`src/rtl/dls_pkg.sv`:
```
package dls_pkg;
    typedef enum logic [1:0] {
        ST_IDLE = 2'd0,
        ST_RUN  = 2'd1,
        ST_DONE = 2'd2
    } sched_state_e;
endpackage

```
`src/rtl/dls_ctrl.sv`:
```
module dls_ctrl
    import dls_pkg::*;
(
    input  logic clk,
    input  logic rst_n,
    input  logic load,
    input  logic wr_zero,
    output logic busy,
    output logic done,
    output logic accept
);
    sched_state_e state_q, state_d;

    always_ff @(posedge clk) begin
        if (!rst_n) state_q <= ST_IDLE;
        else        state_q <= state_d;
    end

    always_comb begin
        state_d = state_q;
        unique case (state_q)
            ST_IDLE: if (load)    state_d = ST_RUN;
            ST_RUN:  if (wr_zero) state_d = ST_DONE;
            ST_DONE: if (load)    state_d = ST_RUN;
            default:              state_d = ST_IDLE;
        endcase
    end

    always_comb begin
        busy   = (state_q == ST_RUN);
        done   = (state_q == ST_DONE);
        accept = load && (state_q != ST_RUN);
    end

    AST_DONE_HOLD: assert property (@(posedge clk) disable iff (!rst_n)
        (done && !load) |=> done);
    AST_RUN_NEEDS_LOAD: assert property (@(posedge clk) disable iff (!rst_n)
        $rose(busy) |-> $past(load));
endmodule

```
`src/rtl/dls_occ.sv`:
```
module dls_occ #(
    parameter int SLOTS = 8,
    parameter int CW    = 4,
    parameter int NW    = 2
) (
    input  logic          clk,
    input  logic          rst_n,
    input  logic          clear,
    input  logic [NW-1:0] rd_n,
    input  logic [NW-1:0] wr_n,
    input  logic          line_ret,
    output logic [CW-1:0] free_cnt,
    output logic [CW-1:0] held_cnt
);
    logic [CW-1:0] outs_q, held_q;

    always_ff @(posedge clk) begin
        if (!rst_n || clear) begin
            outs_q <= '0;
            held_q <= '0;
        end else begin
            outs_q <= outs_q + CW'(rd_n) - CW'(line_ret);
            held_q <= held_q + CW'(line_ret) - CW'(wr_n);
        end
    end

    assign free_cnt = CW'(SLOTS) - outs_q - held_q;
    assign held_cnt = held_q;

    AST_NO_OVERFLOW: assert property (@(posedge clk) disable iff (!rst_n)
        (int'(outs_q) + int'(held_q)) <= SLOTS);
    AST_NO_WRITE_AHEAD: assert property (@(posedge clk) disable iff (!rst_n)
        int'(wr_n) <= int'(held_q));
    AST_READ_BUDGET: assert property (@(posedge clk) disable iff (!rst_n)
        int'(rd_n) <= int'(free_cnt));
endmodule

```
`src/rtl/dls_lane.sv`:
```
module dls_lane #(
    parameter int ADDR_W = 36,
    parameter int LEN_W  = 16,
    parameter int LINE_B = 64,
    parameter int MAXN   = 2,
    parameter int CW     = 4,
    parameter int NW     = 2,
    parameter int BW     = 7
) (
    input  logic                       clk,
    input  logic                       rst_n,
    input  logic                       load,
    input  logic [ADDR_W-1:0]          load_addr,
    input  logic [LEN_W-1:0]           load_len,
    input  logic                       load_nc,
    input  logic                       fire,
    input  logic [CW-1:0]              budget,
    output logic [MAXN-1:0]            req_vld,
    output logic [MAXN-1:0][ADDR_W-1:0] req_addr,
    output logic [MAXN-1:0][BW-1:0]    req_bytes,
    output logic [MAXN-1:0]            req_snoop,
    output logic [NW-1:0]              n_issue,
    output logic                       left_zero
);
    logic [ADDR_W-1:0] ptr_q;
    logic [LEN_W-1:0]  left_q;
    logic              nc_q;
    logic [MAXN-1:0]   elig;
    logic [LEN_W-1:0]  span;

    always_comb begin
        for (int k = 0; k < MAXN; k++) begin
            elig[k] = fire && (int'(budget) > k) && (left_q > LEN_W'(k * LINE_B));
        end
        n_issue = NW'($countones(elig));
        span    = LEN_W'(n_issue) * LEN_W'(LINE_B);
    end

    assign left_zero = (left_q == '0);

    always_ff @(posedge clk) begin
        if (!rst_n) begin
            ptr_q  <= '0;
            left_q <= '0;
            nc_q   <= 1'b0;
        end else if (load) begin
            ptr_q  <= load_addr;
            left_q <= load_len;
            nc_q   <= load_nc;
        end else if (n_issue != '0) begin
            ptr_q  <= ptr_q + ADDR_W'(span);
            left_q <= (left_q <= span) ? '0 : left_q - span;
        end
    end

    for (genvar k = 0; k < MAXN; k++) begin : g_req
        logic              vld_q;
        logic [ADDR_W-1:0] addr_q;
        logic [BW-1:0]     bytes_q;
        logic              snoop_q;
        logic [LEN_W-1:0]  rem_k;

        assign rem_k = left_q - LEN_W'(k * LINE_B);

        always_ff @(posedge clk) begin
            if (!rst_n) begin
                vld_q   <= 1'b0;
                addr_q  <= '0;
                bytes_q <= '0;
                snoop_q <= 1'b0;
            end else begin
                vld_q   <= elig[k];
                addr_q  <= ptr_q + ADDR_W'(k * LINE_B);
                bytes_q <= !elig[k] ? '0 :
                           (rem_k >= LEN_W'(LINE_B)) ? BW'(LINE_B) : BW'(rem_k);
                snoop_q <= elig[k] & ~nc_q;
            end
        end

        assign req_vld[k]   = vld_q;
        assign req_addr[k]  = addr_q;
        assign req_bytes[k] = bytes_q;
        assign req_snoop[k] = snoop_q;

        AST_BYTES_RANGE: assert property (@(posedge clk) disable iff (!rst_n)
            vld_q |-> (bytes_q != '0 && int'(bytes_q) <= LINE_B));
        if (k > 0) begin : g_pack
            AST_LANES_PACKED: assert property (@(posedge clk) disable iff (!rst_n)
                vld_q |-> req_vld[k-1]);
        end
    end

    AST_REQ_AFTER_FIRE: assert property (@(posedge clk) disable iff (!rst_n)
        (|req_vld) |-> $past(fire));
endmodule

```
`src/rtl/dma_line_sched.sv`:
```
module dma_line_sched #(
    parameter int ADDR_W = 36,
    parameter int LEN_W  = 16,
    parameter int LINE_B = 64,
    parameter int MAXN   = 2,
    parameter int SLOTS  = 8
) (
    input  logic                                      clk,
    input  logic                                      rst_n,
    input  logic                                      desc_load,
    input  logic [ADDR_W-1:0]                         desc_src_addr,
    input  logic [ADDR_W-1:0]                         desc_dst_addr,
    input  logic [LEN_W-1:0]                          desc_len,
    input  logic                                      desc_src_nc,
    input  logic                                      desc_dst_nc,
    input  logic                                      slot_grant,
    input  logic                                      line_ret,
    output logic [MAXN-1:0]                           rd_vld,
    output logic [MAXN-1:0][ADDR_W-1:0]               rd_addr,
    output logic [MAXN-1:0][$clog2(LINE_B+1)-1:0]     rd_bytes,
    output logic [MAXN-1:0]                           rd_snoop,
    output logic [MAXN-1:0]                           wr_vld,
    output logic [MAXN-1:0][ADDR_W-1:0]               wr_addr,
    output logic [MAXN-1:0][$clog2(LINE_B+1)-1:0]     wr_bytes,
    output logic [MAXN-1:0]                           wr_snoop,
    output logic                                      done
);
    localparam int CW = $clog2(SLOTS + 1);
    localparam int NW = $clog2(MAXN + 1);
    localparam int BW = $clog2(LINE_B + 1);

    logic          busy, accept, fire, wr_zero, rd_zero_unused;
    logic [NW-1:0] rd_n, wr_n;
    logic [CW-1:0] free_cnt, held_cnt;

    assign fire = slot_grant && busy;

    dls_ctrl u_ctrl (
        .clk    (clk),
        .rst_n  (rst_n),
        .load   (desc_load),
        .wr_zero(wr_zero),
        .busy   (busy),
        .done   (done),
        .accept (accept)
    );

    dls_occ #(.SLOTS(SLOTS), .CW(CW), .NW(NW)) u_occ (
        .clk     (clk),
        .rst_n   (rst_n),
        .clear   (accept),
        .rd_n    (rd_n),
        .wr_n    (wr_n),
        .line_ret(line_ret),
        .free_cnt(free_cnt),
        .held_cnt(held_cnt)
    );

    dls_lane #(.ADDR_W(ADDR_W), .LEN_W(LEN_W), .LINE_B(LINE_B), .MAXN(MAXN),
               .CW(CW), .NW(NW), .BW(BW)) u_rd (
        .clk      (clk),
        .rst_n    (rst_n),
        .load     (accept),
        .load_addr(desc_src_addr),
        .load_len (desc_len),
        .load_nc  (desc_src_nc),
        .fire     (fire),
        .budget   (free_cnt),
        .req_vld  (rd_vld),
        .req_addr (rd_addr),
        .req_bytes(rd_bytes),
        .req_snoop(rd_snoop),
        .n_issue  (rd_n),
        .left_zero(rd_zero_unused)
    );

    dls_lane #(.ADDR_W(ADDR_W), .LEN_W(LEN_W), .LINE_B(LINE_B), .MAXN(MAXN),
               .CW(CW), .NW(NW), .BW(BW)) u_wr (
        .clk      (clk),
        .rst_n    (rst_n),
        .load     (accept),
        .load_addr(desc_dst_addr),
        .load_len (desc_len),
        .load_nc  (desc_dst_nc),
        .fire     (fire),
        .budget   (held_cnt),
        .req_vld  (wr_vld),
        .req_addr (wr_addr),
        .req_bytes(wr_bytes),
        .req_snoop(wr_snoop),
        .n_issue  (wr_n),
        .left_zero(wr_zero)
    );

    AST_QUIET_WHEN_DONE: assert property (@(posedge clk) disable iff (!rst_n)
        done |-> (!(|rd_vld) && !(|wr_vld)));
endmodule

```
`config.mk`:
```
export PLATFORM = sky130hd
export DESIGN_NAME = dma_line_sched
export DESIGN_NICKNAME = d
export VERILOG_FILES = /design/src/rtl/dls_pkg.sv /design/src/rtl/dls_ctrl.sv /design/src/rtl/dls_occ.sv /design/src/rtl/dls_lane.sv /design/src/rtl/dma_line_sched.sv
export SDC_FILE = /design/constraint.sdc
export NUM_CORES = 1
export LEC_CHECK = 0
export ABC_AREA = 1
export BUFFER_PORTS_ARGS = -buffer_cell sky130_fd_sc_hd__buf_2
export CORE_MARGIN = 2
export CORE_UTILIZATION = 50
export DETAILED_ROUTE_END_ITERATION = 8
export PLACE_DENSITY_LB_ADDON = 0.2
export SLEW_MARGIN = 20
export SYNTH_ARGS = -nofsm -noshare
export SYNTH_HDL_FRONTEND = slang
export SYNTH_HIERARCHICAL = 1
export SYNTH_SLANG_ARGS = --single-unit
```
`constraint.sdc`:
```
create_clock -name clk -period 4.73 [get_ports clk]
set_input_delay 0 -clock clk [delete_from_list [all_inputs] [get_ports clk]]
set_output_delay 0 -clock clk [all_outputs]
set_load 0.005 [all_outputs]
```
# After elaboration in Yosys (flattened, before gate mapping)
# Index checks and enable logic that the tools add are counted.
dict set report op_classes {
  n_addsub 16
  n_lt_le_gt_ge 14
  n_eq_ne 5
  mux 17
  bitwise 11
  reduce_logical 28
}
# op n
set ops {}
lappend ops {{two-way mux 36 bit} 4}
lappend ops {{two-way mux 16 bit} 6}
lappend ops {{adder 36 x 7 -> 36 bit, second input constant} 2}
lappend ops {{adder 36 x 8 -> 36 bit} 2}
lappend ops {{greater-or-equal comparator 16 x 7 -> 1 bit, second input constant} 4}
lappend ops {{greater-than comparator 16 x 1 -> 1 bit, second input constant} 2}
lappend ops {{greater-than comparator 16 x 7 -> 1 bit, second input constant} 2}
lappend ops {{<= comparator 16 x 8 -> 1 bit} 2}
lappend ops {{subtractor 16 x 7 -> 16 bit, second input constant} 2}
lappend ops {{subtractor 16 x 8 -> 16 bit} 2}
lappend ops {{two-way mux 7 bit} 4}
lappend ops {{greater-than comparator 4 x 1 -> 1 bit, second input constant} 4}
lappend ops {{zero test 16 bit} 1}
lappend ops {{OR reduction 3 bit} 4}
lappend ops {{logical AND 1 bit} 10}
lappend ops {{AND reduction 2 bit} 5}
lappend ops {{nonzero test 2 bit} 4}
lappend ops {{inverter 1 bit} 7}
lappend ops {{!= test 2 x 1 -> 1 bit, second input constant} 3}
lappend ops {{adder 1 x 1 -> 2 bit} 2}
lappend ops {{adder 4 x 1 -> 4 bit} 1}
lappend ops {{adder 4 x 2 -> 4 bit} 1}
lappend ops {{AND 1 bit} 4}
lappend ops {{two-way mux 2 bit} 2}
lappend ops {{other kinds (11)} 11}
dict set report totals {
  register_bits 296
  in_bits 95
  elab_cells 120
}

# Logic depth before layout (Yosys ltp)
dict set report depth {
  depth_word 10
  mapped_depth 24
  depth_no_buf 24
}

# Modules after synthesis
# The synthesis kept the hierarchy.
# module instances cells_per_inst area_each_um2 seq_area_each_um2
set by_module_without_submodules {}
lappend by_module_without_submodules {dls_lane 2 899 6379.9 2742.6}
lappend by_module_without_submodules {dls_occ 1 78 631.9 160.2}
lappend by_module_without_submodules {dls_ctrl 1 16 105.1 40.0}
lappend by_module_without_submodules {dma_line_sched 1 2 7.5 0.0}

# Least setup slack after synthesis
# OpenSTA, ideal clock, no wires.
dict set report synth_path {
  path_kind {reg-to-reg}
  start {reg u_occ.held_q[1], in the netlist u_occ/held_cnt[1]}
  end {reg u_rd.left_q[5]}
  setup_time_ns 0.132
  t_arrival_ns 3.496
  slack_ns 1.102
  stages_incl_launch_ff 24
  path_buffers 0
  synth_period_minus_slack_ns 3.628
  path_cell_list {dfxtp_1 -> ha_1 -> inv_1 -> ha_1 -> fa_1 -> xnor2_1 -> xnor2_1 -> nor2_1 -> nand2_1 -> o21a_1 -> nand2_1 -> inv_1 -> ha_1 -> ha_1 -> inv_1 -> fa_1 -> inv_1 -> nand2_1 -> nor2_1 -> nand2_1 -> nand3_1 -> nand2_1 -> nand2_1 -> a21oi_1}
}
dict set report synth_via {
  elab_chain_len 9
  elab_cells_between_ends 14
}
# item line_no
set synth_lines {}
lappend synth_lines {{start, declared} dls_occ.sv:15} ;# logic [CW-1:0] outs_q, held_q;
lappend synth_lines {{start signal, assigned} dls_occ.sv:23} ;# held_q <= held_q + CW'(line_ret) - CW'(wr_n);
lappend synth_lines {{subtractor 4 bit (*)} dls_occ.sv:27} ;# assign free_cnt = CW'(SLOTS) - outs_q - held_q;
lappend synth_lines {{named net free_cnt[3]} dma_line_sched.sv:34} ;# logic [CW-1:0] free_cnt, held_cnt;
lappend synth_lines {{greater-than comparator 4 x 1 -> 1 bit (*)} dls_lane.sv:33} ;# elig[k] = fire && (int'(budget) > k) && (left_q > LEN_W'(k * LINE_B));
lappend synth_lines {{logical AND 1 bit (*) (2 in series)} dls_lane.sv:33}
lappend synth_lines {{named net u_rd.elig[0]} dls_lane.sv:28} ;# logic [MAXN-1:0] elig;
lappend synth_lines {{adder 1 x 1 -> 2 bit (not written as such) (*)} dls_lane.sv:35} ;# n_issue = NW'($countones(elig));
lappend synth_lines {{named net rd_n[0]} dma_line_sched.sv:33} ;# logic [NW-1:0] rd_n, wr_n;
lappend synth_lines {{<= comparator 16 x 8 -> 1 bit} dls_lane.sv:52} ;# left_q <= (left_q <= span) ? '0 : left_q - span;
lappend synth_lines {{two-way mux 16 bit} dls_lane.sv:52}
lappend synth_lines {{two-way mux 16 bit} dls_lane.sv:50} ;# end else if (n_issue != '0) begin
lappend synth_lines {{two-way mux 16 bit} dls_lane.sv:46} ;# end else if (load) begin
lappend synth_lines {{end signal, assigned} dls_lane.sv:48} ;# left_q <= load_len;
lappend synth_lines {{end signal, assigned} dls_lane.sv:52}
lappend synth_lines {{end, declared} dls_lane.sv:26} ;# logic [LEN_W-1:0] left_q;
# The timed path passes the listed nets; every way through them passes the cells marked *. The select of a mux whose other input is x is not followed.
# A chain may end at the register's enable or synchronous reset.

# Worst setup path after layout
dict set report layout_path {
  start {reg u_occ.held_q[1], in the netlist u_occ/held_cnt[1]}
  end {reg u_rd.left_q[4]}
}
# The elaborated chain is that of the path after synthesis.

==> flow_summary.json <==
{
  "cts_max_path_buffers": 3,
  "design.core.area_um2": 26700,
  "final_util_pct": 63.4,
  "total_power_mw": 6.39,
  "tritoncts": "yes",
  "syn_area_per_cell_um2": 7.13,
  "cpPeakStageDelay_ns": 0.42,
  "postSynthCellCount": 1893,
  "status": "finished, final reports clean",
  "vias_per_cell": 5.04,
  "finalNonFillerCells": 2589,
  "hold_class": "input port to flip-flop",
  "post_cts_buffers": 0,
  "ctsHtreeMaxLevel": 1,
  "crit_chain": "ha_1 > inv_1 > ha_1 > fa_1 > xnor2_1 > xnor2_1 > nor2_1 > nand2_1 > o21a_1 > nand2_1 > inv_1 > ha_1 > ha_1 > inv_1 > fa_1 > inv_1 > nand2_1 > nor2_1 > nand2_1 > nand3_1 > nand2_1 > nand2_1 > a21oi_1",
  "start_util_pct": 50.5,
  "clock-root-buffer": "clkbuf_16",
  "dieArea_um2": 28300,
  "syn-num-nets": 2023,
  "p_comb_share_pct": 19.3,
  "dp_hpwl_mm": 28.2,
  "setup_viol": 0,
  "clkPwrFrac_pct": 37.9,
  "rsz0062_at_grt": "false",
  "grt_overflow_total": 0,
  "cp.arrival_ns": 4.49,
  "syn_area_um2": 13500,
  "dr.pass1.iters": 6,
  "fin_setup_tns_ns": 0,
  "wl_mm": 39.3,
  "maxCapViolations": 0,
  "met2_length_mm": 18.4,
  "drt-wirelength-per-cell_um": 15.2,
  "p_per_area_nw_per_um2": 377,
  "postPlaceCellArea_um2": 15000,
  "grt_pass1_vias": 12300,
  "wl_met1_mm": 17.4,
  "grt_start_max_net_pins": 71,
  "area_delta_synth_final_pct": 25.5,
  "worst_slack_ns": 0.636,
  "endpoint_kind": "flip-flop",
  "antenna_found_initial": 0,
  "whs_ns": 0.00773,
  "p_int_mw": 4.49,
  "cp.required_ns": 5.13,
  "num_rows": 60,
  "skew_ns": 0.0172,
  "final_nets": 2354,
  "final_area_um2": 16900,
  "ant_nets": 0,
  "dr_wl_met3_mm": 2.62,
  "finalCriticalPeriod_ns": 4.09,
  "fmax_mhz": 244,
  "swShare_pct": 29.8,
  "pin_count": 276,
  "worst_pin_slew_ns": 1.05,
  "cts_sinks": 284,
  "maxSlewHeadroom_pct": 29.8,
  "p_leak_nw": 8.34,
  "port_buffers": 275,
  "final_hold_viol_count": 0,
  "drive_gt1_share_pct": 19.8,
  "clock_latency_ns": 0.56,
  "slowest_stage": "fa_1",
  "place_inst": 2441,
  "die_x_um": 168,
  "cts_buffers": 30,
  "clkTransAtPathRegs_ns": 0.06,
  "drt_iter0_markers": 978,
  "switching_power_mw": 1.90,
  "slew_viol_final": 0,
  "num_antenna_cells": 0,
  "period_share_pct": 86.6,
  "yosys_warnings": 6,
  "groute.usage.overall_pct": 27.1,
  "vias": 13100,
  "path_class": "flip-flop to flip-flop",
  "dp_worst_setup_slack_ns": 0.650,
  "critPathMaxFanout": 6,
  "startpoint_type": "flip-flop",
  "drc": 0,
  "place.gp.congestion": 0.964,
  "top_layer_used": "met4",
  "grt_pass1_wl_mm": 62.8,
  "seqPwrFrac_pct": 42.7,
  "die_y_um": 168,
  "ir_drop_mv": 0.279,
  "path_common_cell": "nand2_1"
}
-- worst max-delay path: cells and delay by family, from the launching register on --
family / cells / cell delay [ns]
AO/OA/AOI/OAI: 2 / 0.26
buffers and inverters: 4 / 0.23
AND/OR/NAND/NOR: 9 / 1.02
adder cells (fa/ha/maj): 6 / 1.79
flip-flops: 1 / 0.32
XOR/XNOR: 2 / 0.32
-- state kept, by name, indices dropped and copies added (netlist names) --
signal	flops
u_ctrl/state_q	2
u_occ/held_cnt	4
u_occ/outs_q	4
u_rd/g_req.addr_q	66
u_rd/g_req.bytes_q	14
u_rd/g_req.snoop_q	2
u_rd/g_req.vld_q	2
u_rd/left_q	16
u_rd/nc_q	1
u_rd/ptr_q	36
u_wr/g_req.addr_q	66
u_wr/g_req.bytes_q	14
u_wr/g_req.snoop_q	2
u_wr/g_req.vld_q	2
u_wr/left_q	16
u_wr/nc_q	1
u_wr/ptr_q	36
-- worst paths after layout --
kind	depth (start not counted)	to	from	slack (ns)
min reg2reg	2	u_rd/g_req[0].addr_q[0]	u_rd/ptr_q[0]	0.42
min	3	u_wr/g_req[0].addr_q[3]	rst_n	0.008
max	23	u_rd/left_q[4]	u_occ/held_cnt[1]	0.64
max reg2reg	23	u_rd/left_q[4]	u_occ/held_cnt[1]	0.64
-- power by group through the flow --
stage               combinational [mW]  sequential, mW  clock [mW]
detailed placement                1.16            2.77           0
global route                      1.40            2.75        2.56
floorplan                        0.820            2.73           0
finish                            1.24            2.73        2.42
global placement                  1.13            2.77           0
CTS                               1.23            2.72        2.46
-- per-layer routing --
| metal | vias up | global-route usage (%) |
|---|---|---|
| li1 | 6510 | - |
| met1 | 5997 | 36.7 |
| met2 | 485 | 45.7 |
| met3 | 62 | 3.29 |
| met4 | 0 | 7.46 |
| met5 | - | 0 |
-- final cells by class --
class                           count  area (µm²)
Clock buffer                       40         860
Clock inverter                     16         174
Timing Repair Buffer              377        2370
Multi-Input combinational cell   1216        6240
Sequential cell                   284        5690
Inverter                          315        1180
Fill cell                        2358        9780
Tap cell                          341         427
-- cells in the final DEF, fill, tap and decap left out, types with 34 or more instances in the layout --
cell type,n
xor2_1,34
inv_1,295
dfxtp_1,284
nor2_1,192
dlygate4sd3_1,92
nand3_1,111
nand2_1,457
o21ai_0,104
buf_2,274
a21oi_1,123
-- timing repair --
item / 4_1_cts / 5_1_grt
hold buffers: 92 / 0
resized for setup: 0 / 0
hold endpoints to repair: 109 / 0
Power figures use the tool's default switching activity.
